<file path="src/rtl/smb_tgt_pkg.sv">
package smb_tgt_pkg;

    typedef enum logic [3:0] {
        ST_IDLE,
        ST_ADDR,
        ST_ADDR_ACK,
        ST_PTR,
        ST_PTR_ACK,
        ST_DATA,
        ST_DATA_ACK,
        ST_TX,
        ST_TX_ACK,
        ST_IGNORE
    } smb_state_e;

    localparam logic [1:0] STRAP_LOW  = 2'b00;
    localparam logic [1:0] STRAP_OPEN = 2'b01;
    localparam logic [1:0] STRAP_HIGH = 2'b10;

    // map the sensed strap level to the two low address bits
    function automatic logic [1:0] strap_to_lo(input logic [1:0] lvl);
        logic [1:0] lo;
        unique case (lvl)
            STRAP_LOW:  lo = 2'b10;
            STRAP_HIGH: lo = 2'b01;
            default:    lo = 2'b00;
        endcase
        return lo;
    endfunction

endpackage

</file>
<file path="src/rtl/smb_glitch_filter.sv">
module smb_glitch_filter #(
    parameter int FILT_CYC = 12,
    parameter bit RST_VAL  = 1'b1
) (
    input  logic clk,
    input  logic rst_n,
    input  logic raw_i,
    output logic flt_o
);
    localparam int CW = $clog2(FILT_CYC + 1);

    logic [1:0]    sync_q;
    logic [CW-1:0] run_q;

    always_ff @(posedge clk or negedge rst_n) begin
        if (!rst_n) begin
            sync_q <= {2{RST_VAL}};
            run_q  <= '0;
            flt_o  <= RST_VAL;
        end else begin
            sync_q <= {sync_q[0], raw_i};
            if (sync_q[1] == flt_o) begin
                run_q <= '0;
            end else if (run_q == CW'(FILT_CYC - 1)) begin
                flt_o <= sync_q[1];
                run_q <= '0;
            end else begin
                run_q <= run_q + 1'b1;
            end
        end
    end
endmodule

</file>
<file path="src/rtl/smb_bus_events.sv">
module smb_bus_events (
    input  logic clk,
    input  logic rst_n,
    input  logic scl_f_i,
    input  logic sda_f_i,
    output logic scl_rise_o,
    output logic scl_fall_o,
    output logic start_o,
    output logic stop_o
);
    logic scl_q;
    logic sda_q;

    always_ff @(posedge clk or negedge rst_n) begin
        if (!rst_n) begin
            scl_q <= 1'b1;
            sda_q <= 1'b1;
        end else begin
            scl_q <= scl_f_i;
            sda_q <= sda_f_i;
        end
    end

    always_comb begin
        scl_rise_o = scl_f_i & ~scl_q;
        scl_fall_o = ~scl_f_i & scl_q;
        start_o    = scl_f_i & scl_q & sda_q & ~sda_f_i;
        stop_o     = scl_f_i & scl_q & ~sda_q & sda_f_i;
    end
endmodule

</file>
<file path="src/rtl/smb_target_fsm.sv">
module smb_target_fsm
    import smb_tgt_pkg::*;
#(
    parameter int AW = 7,
    parameter int DW = 8
) (
    input  logic          clk,
    input  logic          rst_n,
    input  logic          scl_rise_i,
    input  logic          scl_fall_i,
    input  logic          start_i,
    input  logic          stop_i,
    input  logic          sda_f_i,
    input  logic [AW-1:0] dev_addr_i,
    input  logic [DW-1:0] rdata_i,
    output logic [DW-1:0] ptr_o,
    output logic [DW-1:0] wdata_o,
    output logic          we_o,
    output logic          sda_pd_o,
    output smb_state_e    state_o
);
    localparam int CW = $clog2(DW + 1);
    localparam logic [CW-1:0] BYTE_END = CW'(DW);
    localparam logic [CW-1:0] TX_LAST  = CW'(DW - 1);

    smb_state_e    state_q, state_d;
    logic [CW-1:0] cnt_q;
    logic [DW-1:0] shift_q;
    logic          byte_done;
    logic          addr_hit;
    logic          is_read;

    assign byte_done = scl_fall_i && (cnt_q == BYTE_END);
    assign addr_hit  = (shift_q[DW-1:1] == dev_addr_i);
    assign is_read   = shift_q[0];
    assign state_o   = state_q;

    // next state
    always_comb begin
        state_d = state_q;
        unique case (state_q)
            ST_IDLE:     state_d = ST_IDLE;
            ST_ADDR:     if (byte_done) state_d = addr_hit ? ST_ADDR_ACK : ST_IGNORE;
            ST_ADDR_ACK: if (scl_fall_i) state_d = is_read ? ST_TX : ST_PTR;
            ST_PTR:      if (byte_done) state_d = ST_PTR_ACK;
            ST_PTR_ACK:  if (scl_fall_i) state_d = ST_DATA;
            ST_DATA:     if (byte_done) state_d = ST_DATA_ACK;
            ST_DATA_ACK: if (scl_fall_i) state_d = ST_IGNORE;
            ST_TX:       if (scl_fall_i && cnt_q == TX_LAST) state_d = ST_TX_ACK;
            ST_TX_ACK:   if (scl_fall_i) state_d = ST_IGNORE;
            ST_IGNORE:   state_d = ST_IGNORE;
            default:     state_d = ST_IDLE;
        endcase
        if (start_i) begin
            state_d = ST_ADDR;
        end else if (stop_i) begin
            state_d = ST_IDLE;
        end
    end

    // state register
    always_ff @(posedge clk or negedge rst_n) begin
        if (!rst_n) state_q <= ST_IDLE;
        else        state_q <= state_d;
    end

    // bit counter, shifter and pointer
    always_ff @(posedge clk or negedge rst_n) begin
        if (!rst_n) begin
            cnt_q   <= '0;
            shift_q <= '0;
            ptr_o   <= '0;
        end else if (start_i) begin
            cnt_q   <= '0;
            shift_q <= '0;
        end else begin
            unique case (state_q)
                ST_ADDR, ST_PTR, ST_DATA: begin
                    if (scl_rise_i && cnt_q != BYTE_END) begin
                        shift_q <= {shift_q[DW-2:0], sda_f_i};
                        cnt_q   <= cnt_q + 1'b1;
                    end
                    if (state_q == ST_PTR && byte_done) ptr_o <= shift_q;
                end
                ST_ADDR_ACK: begin
                    if (scl_fall_i) begin
                        cnt_q <= '0;
                        if (is_read) shift_q <= rdata_i;
                    end
                end
                ST_PTR_ACK: if (scl_fall_i) cnt_q <= '0;
                ST_TX: begin
                    if (scl_fall_i && cnt_q != TX_LAST) begin
                        shift_q <= {shift_q[DW-2:0], 1'b0};
                        cnt_q   <= cnt_q + 1'b1;
                    end
                end
                default: ;
            endcase
        end
    end

    // outputs: pull-down and register write port
    always_ff @(posedge clk or negedge rst_n) begin
        if (!rst_n) begin
            sda_pd_o <= 1'b0;
            we_o     <= 1'b0;
            wdata_o  <= '0;
        end else begin
            we_o <= 1'b0;
            if (start_i || stop_i) begin
                sda_pd_o <= 1'b0;
            end else begin
                unique case (state_q)
                    ST_ADDR:     if (byte_done) sda_pd_o <= addr_hit;
                    ST_PTR:      if (byte_done) sda_pd_o <= 1'b1;
                    ST_DATA: begin
                        if (byte_done) begin
                            sda_pd_o <= 1'b1;
                            we_o     <= 1'b1;
                            wdata_o  <= shift_q;
                        end
                    end
                    ST_ADDR_ACK: if (scl_fall_i) sda_pd_o <= is_read ? ~rdata_i[DW-1] : 1'b0;
                    ST_TX: begin
                        if (scl_fall_i) sda_pd_o <= (cnt_q == TX_LAST) ? 1'b0 : ~shift_q[DW-2];
                    end
                    ST_PTR_ACK, ST_DATA_ACK, ST_TX_ACK: if (scl_fall_i) sda_pd_o <= 1'b0;
                    default: ;
                endcase
            end
        end
    end
endmodule

</file>
<file path="src/rtl/smb_ptr_target.sv">
module smb_ptr_target
    import smb_tgt_pkg::*;
#(
    parameter int          FILT_CYC = 12,
    parameter logic [4:0]  ADDR_HI  = 5'b01011,
    parameter int          DW       = 8
) (
    input  logic          clk,
    input  logic          rst_n,
    input  logic          scl_i,
    input  logic          sda_i,
    input  logic [1:0]    strap_i,
    output logic          sda_pd_o,
    output logic [DW-1:0] reg_addr_o,
    output logic [DW-1:0] reg_wdata_o,
    output logic          reg_we_o,
    input  logic [DW-1:0] reg_rdata_i
);
    localparam int NLINE = 2;
    localparam int AW    = 7;

    logic [NLINE-1:0] raw_lines;
    logic [NLINE-1:0] flt_lines;
    logic             scl_flt, sda_flt;
    logic             scl_rise, scl_fall, start_ev, stop_ev;
    logic             strap_done;
    logic [1:0]       dev_lo;
    logic [AW-1:0]    dev_addr;
    smb_state_e       fsm_state;

    assign raw_lines = {sda_i, scl_i};

    for (genvar g = 0; g < NLINE; g++) begin : g_filt
        smb_glitch_filter #(.FILT_CYC(FILT_CYC), .RST_VAL(1'b1)) u_filt (
            .clk   (clk),
            .rst_n (rst_n),
            .raw_i (raw_lines[g]),
            .flt_o (flt_lines[g])
        );
    end

    assign scl_flt = flt_lines[0];
    assign sda_flt = flt_lines[1];

    // strap latched once after reset
    always_ff @(posedge clk or negedge rst_n) begin
        if (!rst_n) begin
            strap_done <= 1'b0;
            dev_lo     <= 2'b00;
        end else if (!strap_done) begin
            strap_done <= 1'b1;
            dev_lo     <= strap_to_lo(strap_i);
        end
    end

    assign dev_addr = {ADDR_HI, dev_lo};

    smb_bus_events u_evt (
        .clk        (clk),
        .rst_n      (rst_n),
        .scl_f_i    (scl_flt),
        .sda_f_i    (sda_flt),
        .scl_rise_o (scl_rise),
        .scl_fall_o (scl_fall),
        .start_o    (start_ev),
        .stop_o     (stop_ev)
    );

    smb_target_fsm #(.AW(AW), .DW(DW)) u_fsm (
        .clk        (clk),
        .rst_n      (rst_n),
        .scl_rise_i (scl_rise),
        .scl_fall_i (scl_fall),
        .start_i    (start_ev),
        .stop_i     (stop_ev),
        .sda_f_i    (sda_flt),
        .dev_addr_i (dev_addr),
        .rdata_i    (reg_rdata_i),
        .ptr_o      (reg_addr_o),
        .wdata_o    (reg_wdata_o),
        .we_o       (reg_we_o),
        .sda_pd_o   (sda_pd_o),
        .state_o    (fsm_state)
    );
endmodule

</file>
<file path="config.mk">
export PLATFORM = sky130hd
export DESIGN_NAME = smb_ptr_target
export DESIGN_NICKNAME = d
export VERILOG_FILES = /design/src/rtl/smb_tgt_pkg.sv /design/src/rtl/smb_glitch_filter.sv /design/src/rtl/smb_bus_events.sv /design/src/rtl/smb_target_fsm.sv /design/src/rtl/smb_ptr_target.sv
export SDC_FILE = /design/constraint.sdc
export NUM_CORES = 1
export LEC_CHECK = 0
export ABC_AREA = 1
export BUFFER_PORTS_ARGS = -buffer_cell sky130_fd_sc_hd__buf_2
export CAP_MARGIN = 20
export CORE_MARGIN = 1
export CORE_UTILIZATION = 30
export CTS_CLUSTER_DIAMETER = 60
export DETAILED_ROUTE_END_ITERATION = 8
export PLACE_DENSITY = 0.49
export SETUP_SLACK_MARGIN = 0.02
export SYNTH_ARGS = -nofsm -noshare
export SYNTH_HDL_FRONTEND = slang
export SYNTH_SLANG_ARGS = --single-unit
</file>
<file path="constraint.sdc">
create_clock -name clk -period 2.9 [get_ports clk]
set_clock_uncertainty 0.05 [all_clocks]
set_input_delay 0.145 -clock clk [delete_from_list [all_inputs] [get_ports clk]]
set_output_delay 0.145 -clock clk [all_outputs]
set_load 0.02 [all_outputs]
</file>
Yosys cells after proc, flatten, opt, wreduce, memory -nomap -nowiden

Cells that the tools add are included.

Flip-flop bits (word level): 53
Bits of input ports: 14
Output and inout bits: 18

Add/subtract/negate cells: 3
Equal/unequal tests: 36
Mux-type cells: 40
Bitwise operators: 17
Reductions and logical operators: 24

Operators by type and width:

| kind                | count |
|---|---|
| $mux 4              | 18 |
| $mux 8              | 5 |
| $pmux 4 s8          | 1 |
| $ne 3x1->1 const B  | 10 |
| $ne 4x1->1 const B  | 7 |
| $pmux 8 s3          | 1 |
| $eq 4x3->1 const B  | 5 |
| $eq 4x4->1 const B  | 5 |
| $add 4x1->4 const B | 3 |
| $pmux 4 s3          | 1 |
| $mux 1              | 11 |
| $not 1->1           | 10 |
| $eq 4x2->1 const B  | 2 |
| $reduce_and 4->1    | 2 |
| $reduce_bool 4->1   | 2 |
| $and 1x1->1         | 7 |
| $eq 7x6->1          | 1 |
| $reduce_and 7->1    | 1 |
| $reduce_and 3->1    | 2 |
| $reduce_and 6->1    | 1 |
| $reduce_bool 6->1   | 1 |
| $reduce_or 2->1     | 3 |
| $reduce_or 3->1     | 2 |
| $logic_and 1x1->1   | 5 |
| 12 further kinds    | 14 |

Longest topological paths before layout

Gate-level depths: netlist of run 1.

Depth after elaboration: 7
Depth in mapped cells: 12
Mapped depth without buffers: 11

Hierarchy

A second synthesis of run 1 with hierarchy kept.

Cell total of the unflattened synthesis: 376
Area, all modules: 2901.5 µm²

Modules (own cells, without submodules):

| module                               | times used | cells an instance | area each (µm²) | seq. area each (µm²) |
|---|---|---|---|---|
| smb_target_fsm                       | 1          | 295               | 2089.5          | 850.8 |
| smb_glitch_filter (g_filt[0].u_filt) | 1          | 27                | 305.3           | 178.9 |
| smb_glitch_filter (g_filt[1].u_filt) | 1          | 28                | 297.8           | 178.9 |
| smb_ptr_target                       | 1          | 13                | 115.1           | 75.1 |
| smb_bus_events                       | 1          | 13                | 93.8            | 52.6 |

Worst setup path before layout of run 1

Ideal clock, no wire load.

Path kind: register -> register
Start point: register u_evt.scl_q
End point: register u_fsm.ptr_o[6]
Library setup time: 0.131 ns
Data arrival time: 1.422 ns
Path slack: 1.298 ns
Stages on the path, launching flop included: 9
Path buffers: 1
Cells stage by stage: dfstp_2 > inv_1 > nor2_1 > nand3_1 > inv_1 > nand2_1 > clkbuf_1 > nand2_1 > o21ai_0

Word-level cells in the longest chain between the ends: 5

Ends and longest elaborated chain:

| what                                  | line                 | text |
|---|---|---|
| from (decl)                           | smb_bus_events.sv:11 | `logic scl_q;` |
| from (signal assigned)                | smb_bus_events.sv:19 | `scl_q <= scl_f_i;` |
| $and 1x1->1 (3 in series)             | smb_bus_events.sv:27 | `start_o = scl_f_i & scl_q & sda_q & ~sda_f_i;` |
| $not 1->1 (no source line)            | -                    |  |
| $reduce_and 3->1 (no source line) (*) | -                    |  |
| to (signal assigned)                  | smb_target_fsm.sv:83 | `if (state_q == ST_PTR && byte_done) ptr_o <= shift_q;` |
| to (decl)                             | smb_target_fsm.sv:16 | `output logic [DW-1:0] ptr_o,` |

Every way passes the cells marked *; elsewhere a longest branch is shown, timed or not.
A chain may end at the register's enable or synchronous reset.

Worst setup path in the final report of run 1

Start point: register g_filt[0].u_filt.flt_o
End point: register u_fsm.sda_pd_o

Word-level cells in the longest chain between the ends: 6

Ends and longest elaborated chain:

| what                                                             | line                                       | text |
|---|---|---|
| from (decl)                                                      | smb_glitch_filter.sv:8                     | `output logic flt_o` |
| from (signal assigned)                                           | smb_glitch_filter.sv:25                    | `flt_o <= sync_q[1];` |
| $and 1x1->1                                                      | smb_bus_events.sv:27, smb_bus_events.sv:28 |  |
| $and 1x1->1 (on tied branches) (2 in series)                     | smb_bus_events.sv:27, smb_bus_events.sv:28 |  |
| $logic_or 1x1->1                                                 | smb_target_fsm.sv:111                      | `if (start_i \|\| stop_i) begin` |
| $ne 3x1->1 (no source line) or $reduce_bool 6->1 (tied branches) | -                                          |  |
| $reduce_and 6->1 (no source line)                                | -                                          |  |
| to (signal assigned)                                             | smb_target_fsm.sv:115                      | `ST_ADDR: if (byte_done) sda_pd_o <= addr_hit;` |
| to (signal assigned)                                             | smb_target_fsm.sv:124                      | `ST_ADDR_ACK: if (scl_fall_i) sda_pd_o <= is_read ? ~rdata_i[DW-1] : 1'b0;` |
| to (signal assigned)                                             | smb_target_fsm.sv:126                      | `if (scl_fall_i) sda_pd_o <= (cnt_q == TX_LAST) ? 1'b0 : ~shift_q[DW-2];` |
| to (decl)                                                        | smb_target_fsm.sv:19                       | `output logic sda_pd_o,` |

Parallel ways exist; a longest one is shown, timed or not.

==> results.sh, run 1 <==
export IMPL_final_common_cell="nand2_1"
export IMPL_setup_tns_ps=0
export IMPL_grt_util_all_layers_pct=13.9
export IMPL_grt_setup_unrepaired="false"
export IMPL_final_nets=411
export IMPL_worstSetupStartpointType="flip-flop"
export IMPL_status="finished with violations"
export IMPL_finalWeightedCongestion=0.856
export IMPL_drc=5
export IMPL_cts_root_buf="clkbuf_8"
export IMPL_violations="DRC"
export IMPL_cp_cell_sequence="nand2_1 > inv_2 > nand2_2 > nand2_1 > inv_1 > o21ai_0 > nor2_1 > nor2_1 > nand2_1 > nand2_1 > nand2_1"
export IMPL_ctsResizeCount=0
export IMPL_ys_warn_count=0
export IMPL_io_buffers=31
export IMPL_first_pass_iters=6
export IMPL_place_hpwl_mm=4.54
export IMPL_synth_area_sq_um=2790
export IMPL_clockBufferDepth=2
export IMPL_die_w_um=98.5
export IMPL_whs_endpoint="dev_lo[1]$_DFFE_PN0N_"
export IMPL_holdCritPathClass="in2reg"
export IMPL_r2r_start="g_filt[0].u_filt.flt_o$_DFFE_PN1P_"
export IMPL_numCtsBuffers=5
export IMPL_drive_gt1_share_pct=20.3
export IMPL_first_global_vias=2197
export IMPL_crit_type="reg2reg"
export IMPL_ctsHtreeMaxLevel=2
export IMPL_p_per_area_nw_per_um2=515
export IMPL_diodes=0
export IMPL_r2r_cells=11
export IMPL_final_antenna_net_count=0
export IMPL_synth_cell_types=38
export IMPL_vias_per_cell=4.58
export IMPL_fin_crit_sh_pct=68.3
export IMPL_grt_max_degree=20
export IMPL_cts_sinks=53
export IMPL_layout_common_cells="nand2_1 (104), dfrtp_1 (45), nor2_1 (43)"
export IMPL_r2r_slack_ps=920
export IMPL_cts_hold_buf=4
export IMPL_slowest_stage="dfstp_2"
export IMPL_tritoncts="yes"
export IMPL_hp_start="strap_i[0]"
export IMPL_synth_seq_cells=53
export IMPL_syn_area_per_cell_sq_um=7.89
export IMPL_clk_latency_ps=320
export IMPL_hold_violations=0
export IMPL_path_clk_slew_ps=100
export IMPL_finalSetupViolations=0
export IMPL_core_area_sq_um=8850
export IMPL_crit_arrival_ps=2140
export IMPL_syn_to_final_growth_pct=14.4
export IMPL_grt_first_pass_wirelength_mm=10.7
export IMPL_slew_viol_final=0
export IMPL_crit_top_cell="nand2_1"
export IMPL_num_rows=34
export IMPL_timing_final_crit_period_ps=1980
export IMPL_setup_ws_ps=918
export IMPL_fmax_ghz=0.505
export IMPL_holdPathStages=3
export IMPL_cts_setup_buffers=0
export IMPL_slowest_delay_ps=590
export IMPL_overflow=0
export IMPL_drt_iter0_drc=166
export IMPL_ios=32
export IMPL_path_max_fanout=16
export IMPL_dieArea_sq_um=9690
export IMPL_initial_utilization_pct=31.5
export IMPL_die_h_um=98.5
export IMPL_dp_slack_ps=932
export IMPL_drv_cap=0
export IMPL_routed_wl_mm=6.06
export IMPL_worst_ep_required_time_ps=3060
export IMPL_r2r_end="u_fsm.sda_pd_o$_DFFE_PN0P_"
export IMPL_ys_seq_area_share_pct=47.9
export IMPL_post_drt_wl_per_cell_um=12.1
export IMPL_syn_num_nets=372
export IMPL_ir_worst_vdd_v=0.000252
export IMPL_leakage_uw=0.00168
export IMPL_via_count=2300
export IMPL_end_kind="flip-flop"
export IMPL_syn_inst=354
export IMPL_grt_antenna_before_repair=0
==> Yosys cell counts, drive strengths merged <==
cell,count,area [sq um]
o22ai,2,12.5
conb,1,3.75
o31ai,1,7.51
ha,4,50.1
buf,5,32.5
o21ai,33,191
o211ai,2,15.0
nand3b,3,35.0
xnor2,4,35.0
a211oi,1,7.51
nand3,27,140
a21oi,5,25.0
dfrtp,45,1130
clkbuf,1,3.75
nand2,108,415
a21boi,1,18.8
dfstp,8,210
inv,39,146
o21a,1,7.51
a22oi,1,7.51
o2bb2ai,1,8.76
or2,1,6.26
nor2,51,221
nor3,4,20.0
mux2,1,11.3
xor2,3,26.3
nor4,1,6.26
==> critical path, delay by kind of cell (launching register included) <==
kind / cells / cell delay (ps)
simple gates: 8 / 900
compound gates: 1 / 110
buf+inv: 2 / 210
flops: 1 / 590
==> worst max-delay path by stage <==
stage                                            start  slack (ps)                         end
global route        g_filt[0].u_filt.flt_o$_DFFE_PN1P_         680  u_fsm.sda_pd_o$_DFFE_PN0P_
detailed placement  g_filt[0].u_filt.flt_o$_DFFE_PN1P_         930  u_fsm.sda_pd_o$_DFFE_PN0P_
global placement    g_filt[0].u_filt.flt_o$_DFFE_PN1P_         920  u_fsm.sda_pd_o$_DFFE_PN0P_
CTS                 g_filt[0].u_filt.flt_o$_DFFE_PN1P_         900  u_fsm.sda_pd_o$_DFFE_PN0P_
finish              g_filt[0].u_filt.flt_o$_DFFE_PN1P_         920  u_fsm.sda_pd_o$_DFFE_PN0P_
floorplan                        u_evt.scl_q$_DFF_PN1_        1300  u_fsm.ptr_o[6]$_DFFE_PN0P_
==> final cells by class <==
type | instances | area, sq um
Clock buffer | 6 | 72.6
Clock inverter | 2 | 13.8
Fill cell | 950 | 5650
Inverter | 39 | 146
Multi-Input combinational cell | 256 | 1270
Sequential cell | 53 | 1340
Tap cell | 108 | 135
Timing Repair Buffer | 38 | 218
==> power breakdown <==
group | total [uW] | switching [uW] | internal, uW
Combinational | 379 | 245 | 134
Clock | 424 | 252 | 173
Sequential | 841 | 42.6 | 799
==> state kept, by name, summed over array words and instances (netlist names), 2 cells and up <==
register              count
g_filt.u_filt.run_q       8
u_fsm.cnt_q               4
u_fsm.wdata_o             8
dev_lo                    2
g_filt.u_filt.sync_q      4
g_filt.u_filt.flt_o       2
u_fsm.ptr_o               8
u_fsm.shift_q             8
u_fsm.state_o             4
==> stage by stage <==
step	instances	power (uW)	util [%]	instance area (sq um)	hold WS, ps
2_1_floorplan	354	1140	-	2790	-201
5_1_grt	502	1770	36.1	3190	40.1
4_1_cts	502	1680	36.1	3190	32.7
6_report	502	1650	36.1	3190	39.0
3_5_place_dp	490	1240	34.7	3070	65.8
3_3_place_gp	490	1240	34.7	3070	61.3
==> routing by layer <==
layer / vias up / share of wire (%) / global-route usage (%)
met3: 9 / 3.6 / 3.19
met5: - / 0 / 0
met1: 1053 / 51 / 19.6
met2: 34 / 44 / 20.9
met4: 0 / 1.8 / 5.28
li1: 1204 / - / -
==> kinds of logic after synthesis <==
kind of cell	count (synthesis)	share of synthesized area, %
compound gates	48	10.8
xor+xnor	7	2.20
fa+ha+maj	4	1.79
buf+inv	45	6.54
flops	53	47.9
mux	1	0.403
other cells	1	0.134
simple gates	195	30.3
(Power assumes the default switching activity.)
==> run 2, diff against run 1 <==
--- a/config.mk
+++ b/config.mk
@@ -5,14 +5,14 @@
 export SDC_FILE = /design/constraint.sdc
 export NUM_CORES = 1
 export LEC_CHECK = 0
-export ABC_AREA = 1
+export ABC_AREA = 0
 export BUFFER_PORTS_ARGS = -buffer_cell sky130_fd_sc_hd__buf_2
 export CAP_MARGIN = 20
 export CORE_MARGIN = 1
 export CORE_UTILIZATION = 30
 export CTS_CLUSTER_DIAMETER = 60
 export DETAILED_ROUTE_END_ITERATION = 8
-export PLACE_DENSITY = 0.49
+export PLACE_DENSITY = 0.5
 export SETUP_SLACK_MARGIN = 0.02
 export SYNTH_ARGS = -nofsm -noshare
 export SYNTH_HDL_FRONTEND = slang
==> constraint.sdc (replaced) <==
create_clock -name clk -period 1.8 [get_ports clk]
set_clock_uncertainty 0.05 [all_clocks]
set_input_delay 0.09 -clock clk [delete_from_list [all_inputs] [get_ports clk]]
set_output_delay 0.09 -clock clk [all_outputs]
set_load 0.02 [all_outputs]
==> run 2 against run 1 <==
Against the previous run:
- the flow finishes with violations (setup timing)
- critical path depth shrank 5
- clock power grew 91%
- utilization grew 4.8 points
- global-route usage grew 0.84 points
==> results.sh, run 2 <==
export IMPL_status="finished with violations"
export IMPL_violations="setup timing"
export IMPL_slowest_stage="or4_4"
export IMPL_initial_utilization_pct=30.9
export IMPL_dieArea_sq_um=9320
export IMPL_yosysMostFrequentCell="dfrtp_1"
export IMPL_drc=0
export IMPL_synth_top_cell_by_area="dfrtp_1"
export IMPL_holdWs_ps=93.4
export IMPL_first_pass_iters=4
export IMPL_routed_wl_mm=6.29
export IMPL_cts_sinks=53
export IMPL_layout_common_cells="dfrtp_1 (42), buf_4 (39), buf_2 (31)"
export IMPL_ctsHtreeMaxLevel=2
export IMPL_grt_first_pass_wirelength_mm=10.5
export IMPL_clockBufferDepth=2
export IMPL_holdPathStages=4
export IMPL_cts_root_buf="clkbuf_8"
export IMPL_synth_flop_cell="dfrtp_1"
export IMPL_crit_type="reg2reg"
export IMPL_dp_cells=420
export IMPL_syn_to_final_growth_pct=32.4
export IMPL_ys_warn_count=0
export IMPL_fin_cells=439
export IMPL_post_drt_wl_per_cell_um=14.3
export IMPL_sw_frac_of_total_pct=28.8
export IMPL_finalSetupViolations=17
export IMPL_final_antenna_net_count=0
export IMPL_place_hpwl_mm=4.41
export IMPL_fillers=909
export IMPL_io_buffers=31
export IMPL_crit_arrival_ps=2000
export IMPL_tritoncts="yes"
export IMPL_slew_viol_final=0
export IMPL_cp_cell_sequence="nand4b_1 > or4_4 > buf_4 > a211o_1 > nand2_1 > nor3_1"
export IMPL_syn_inst=254
export IMPL_p_per_area_nw_per_um2=847
export IMPL_synth_top_area_share_pct=42.0
export IMPL_leakage_uw=0.00167
export IMPL_end_kind="flip-flop"
export IMPL_worstSetupStartpointType="flip-flop"
export IMPL_synth_common_cells="dfrtp_1 (45), nor2_1 (18), nand2_1 (17), mux2_2 (16), o21ai_0 (14)"
export IMPL_syn_area_per_cell_sq_um=10.6
export IMPL_r2r_cells=6
export IMPL_drive_gt1_share_pct=40.2
export IMPL_ir_worst_vdd_v=0.000395
export IMPL_core_area_sq_um=8680
export IMPL_numCtsBuffers=5
export IMPL_power_frac_comb_pct=29.9
export IMPL_drt_iter0_drc=106
export IMPL_grt_util_all_layers_pct=14.8
export IMPL_clk_latency_ps=300
export IMPL_synth_cell_types=48
export IMPL_fin_crit_sh_pct=103
export IMPL_timing_final_crit_period_ps=1860
export IMPL_via_count=2150
export IMPL_die_w_um=96.5
export IMPL_p_switching_uw=866
export IMPL_vias_per_cell=4.90
export IMPL_pwr_share_seq_pct=43.2
export IMPL_ys_seq_area_share_pct=49.9
export IMPL_first_global_vias=2203
export IMPL_final_nets=348
export IMPL_total_power_uw=3010
export IMPL_holdCritPathClass="in2reg"
export IMPL_synth_seq_cells=53
export IMPL_hold_violations=0
export IMPL_final_common_cell="dfrtp_1"
export IMPL_num_rows=34
export IMPL_fin_util_pct=40.9
export IMPL_drv_cap=0
export IMPL_grt_antenna_before_repair=0
export IMPL_fmax_ghz=0.537
export IMPL_grt_max_degree=54
export IMPL_ios=32
export IMPL_setup_ws_ps=-62.7
export IMPL_grt_setup_unrepaired="true"
export IMPL_finalWeightedCongestion=0.778
export IMPL_asyncSetResetFlopFracSynth_pct=100
export IMPL_pwr_share_clk_pct=26.9
export IMPL_synth_edf_count=0
export IMPL_synth_area_sq_um=2680
export IMPL_diodes=0
export IMPL_overflow=0
export IMPL_die_h_um=96.5
export IMPL_yosys_top_cells_area="dfrtp_1 (42%), dfstp_2 (7.8%), mux2_2 (6.7%)"
export IMPL_syn_num_nets=272
export IMPL_internal_power_uw=2140
export IMPL_worst_ep_required_time_ps=1940
export IMPL_path_clk_slew_ps=90
export IMPL_path_max_fanout=3
export IMPL_slowest_delay_ps=560
## run 2: cell types whose count changed in the layout (fill, tap and decap cells not counted), moves of 7 or more
cell     before  now
mux2_2        1   16
a21oi_1       5   13
buf_6         0    7
nand2_1     104   17
a31o_1        0    7
o21ai_0      21    7
nand3_1      26    6
nor2_1       43   18
inv_1        32    5
buf_4         3   39
## run 2: area by class of cell
type	count	area, sq um	share of cell area, %
multi-input combinational	180	1330	37.6
tap	108	135	3.81
timing repair buffer	84	607	17.1
inverter	6	22.5	0.635
clock inverter	2	38.8	1.09
sequential	53	1340	37.8
clock buffer	6	72.6	2.05
## run 2: cell families (layout without fill, tap and decap cells)
kind of cell / Yosys count / count (layout) / share of synthesized area, %
buffers and inverters: 21 / 98 / 4.11
other: 1 / 1 / 0.140
flip-flops: 53 / 53 / 49.9
XOR/XNOR: 8 / 8 / 2.61
multiplexers: 21 / 21 / 8.59
AND/OR/NAND/NOR: 84 / 84 / 17.3
adder cells (fa/ha/maj): 4 / 4 / 1.87
AO/OA/AOI/OAI: 62 / 62 / 15.5
## run 2: final timing paths
path | from | end | slack, ps
hold reg to reg | g_filt[0].u_filt.sync_q[0]$_DFF_PN1_ | g_filt[0].u_filt.sync_q[1]$_DFF_PN1_ | 310
setup / recovery | u_fsm.shift_q[5]$_DFFE_PN0P_ | u_fsm.state_o[3]$_DFFE_PN0P_ | -60
min in group asynchronous | rst_n | g_filt[0].u_filt.run_q[3]$_DFF_PN0_ | 260
setup reg to reg | u_fsm.shift_q[5]$_DFFE_PN0P_ | u_fsm.state_o[3]$_DFFE_PN0P_ | -60
hold / removal | reg_rdata_i[2] | u_fsm.shift_q[2]$_DFFE_PN0P_ | 90
max in group asynchronous | rst_n | g_filt[1].u_filt.flt_o$_DFFE_PN1P_ | 1140
## run 2: critical path, delay by kind of cell, from the launching register on
kind | cells | cell delay [ps]
AO/OA/AOI/OAI | 1 | 280
buffers and inverters | 1 | 160
flip-flops | 1 | 400
AND/OR/NAND/NOR | 4 | 860
## run 2: power by group through the flow
stage | registers, uW | logic (uW) | clock network [uW]
CTS | 1300 | 805 | 858
global placement | 1320 | 743 | 0
detailed placement | 1320 | 742 | 0
floorplan | 1290 | 487 | 0
finish | 1300 | 897 | 810
global route | 1310 | 991 | 901
## run 2: timing repair
action,in CTS,in global routing
endpoints found under the setup margin,30,32
setup buffers,4,1
pin swaps,8,11
resized for setup,15,16
hold endpoints to repair,49,0
hold buffers,6,0
## run 2: per-stage QoR
| step | setup WS (ps) | instance area, sq um | TNS, ps |
|---|---|---|---|
| after floorplan | -149 | 2720 | -1090 |
| after global placement | -72.7 | 3240 | -1260 |
| after detailed placement | -118 | 3240 | -1920 |
| after CTS | -36.1 | 3490 | -229 |
| after global routing | -127 | 3550 | -2580 |
| final | -62.7 | 3550 | -488 |
## run 2: layer usage
| metal | vias to the layer above | wire (um) | global-route usage (%) |
|---|---|---|---|
| met5 | - | 0 | 0 |
| met4 | 0 | 83 | 4.17 |
| met3 | 8 | 143 | 2.03 |
| met2 | 35 | 3060 | 25.6 |
| met1 | 1050 | 3010 | 19.1 |
| li1 | 1057 | - | - |
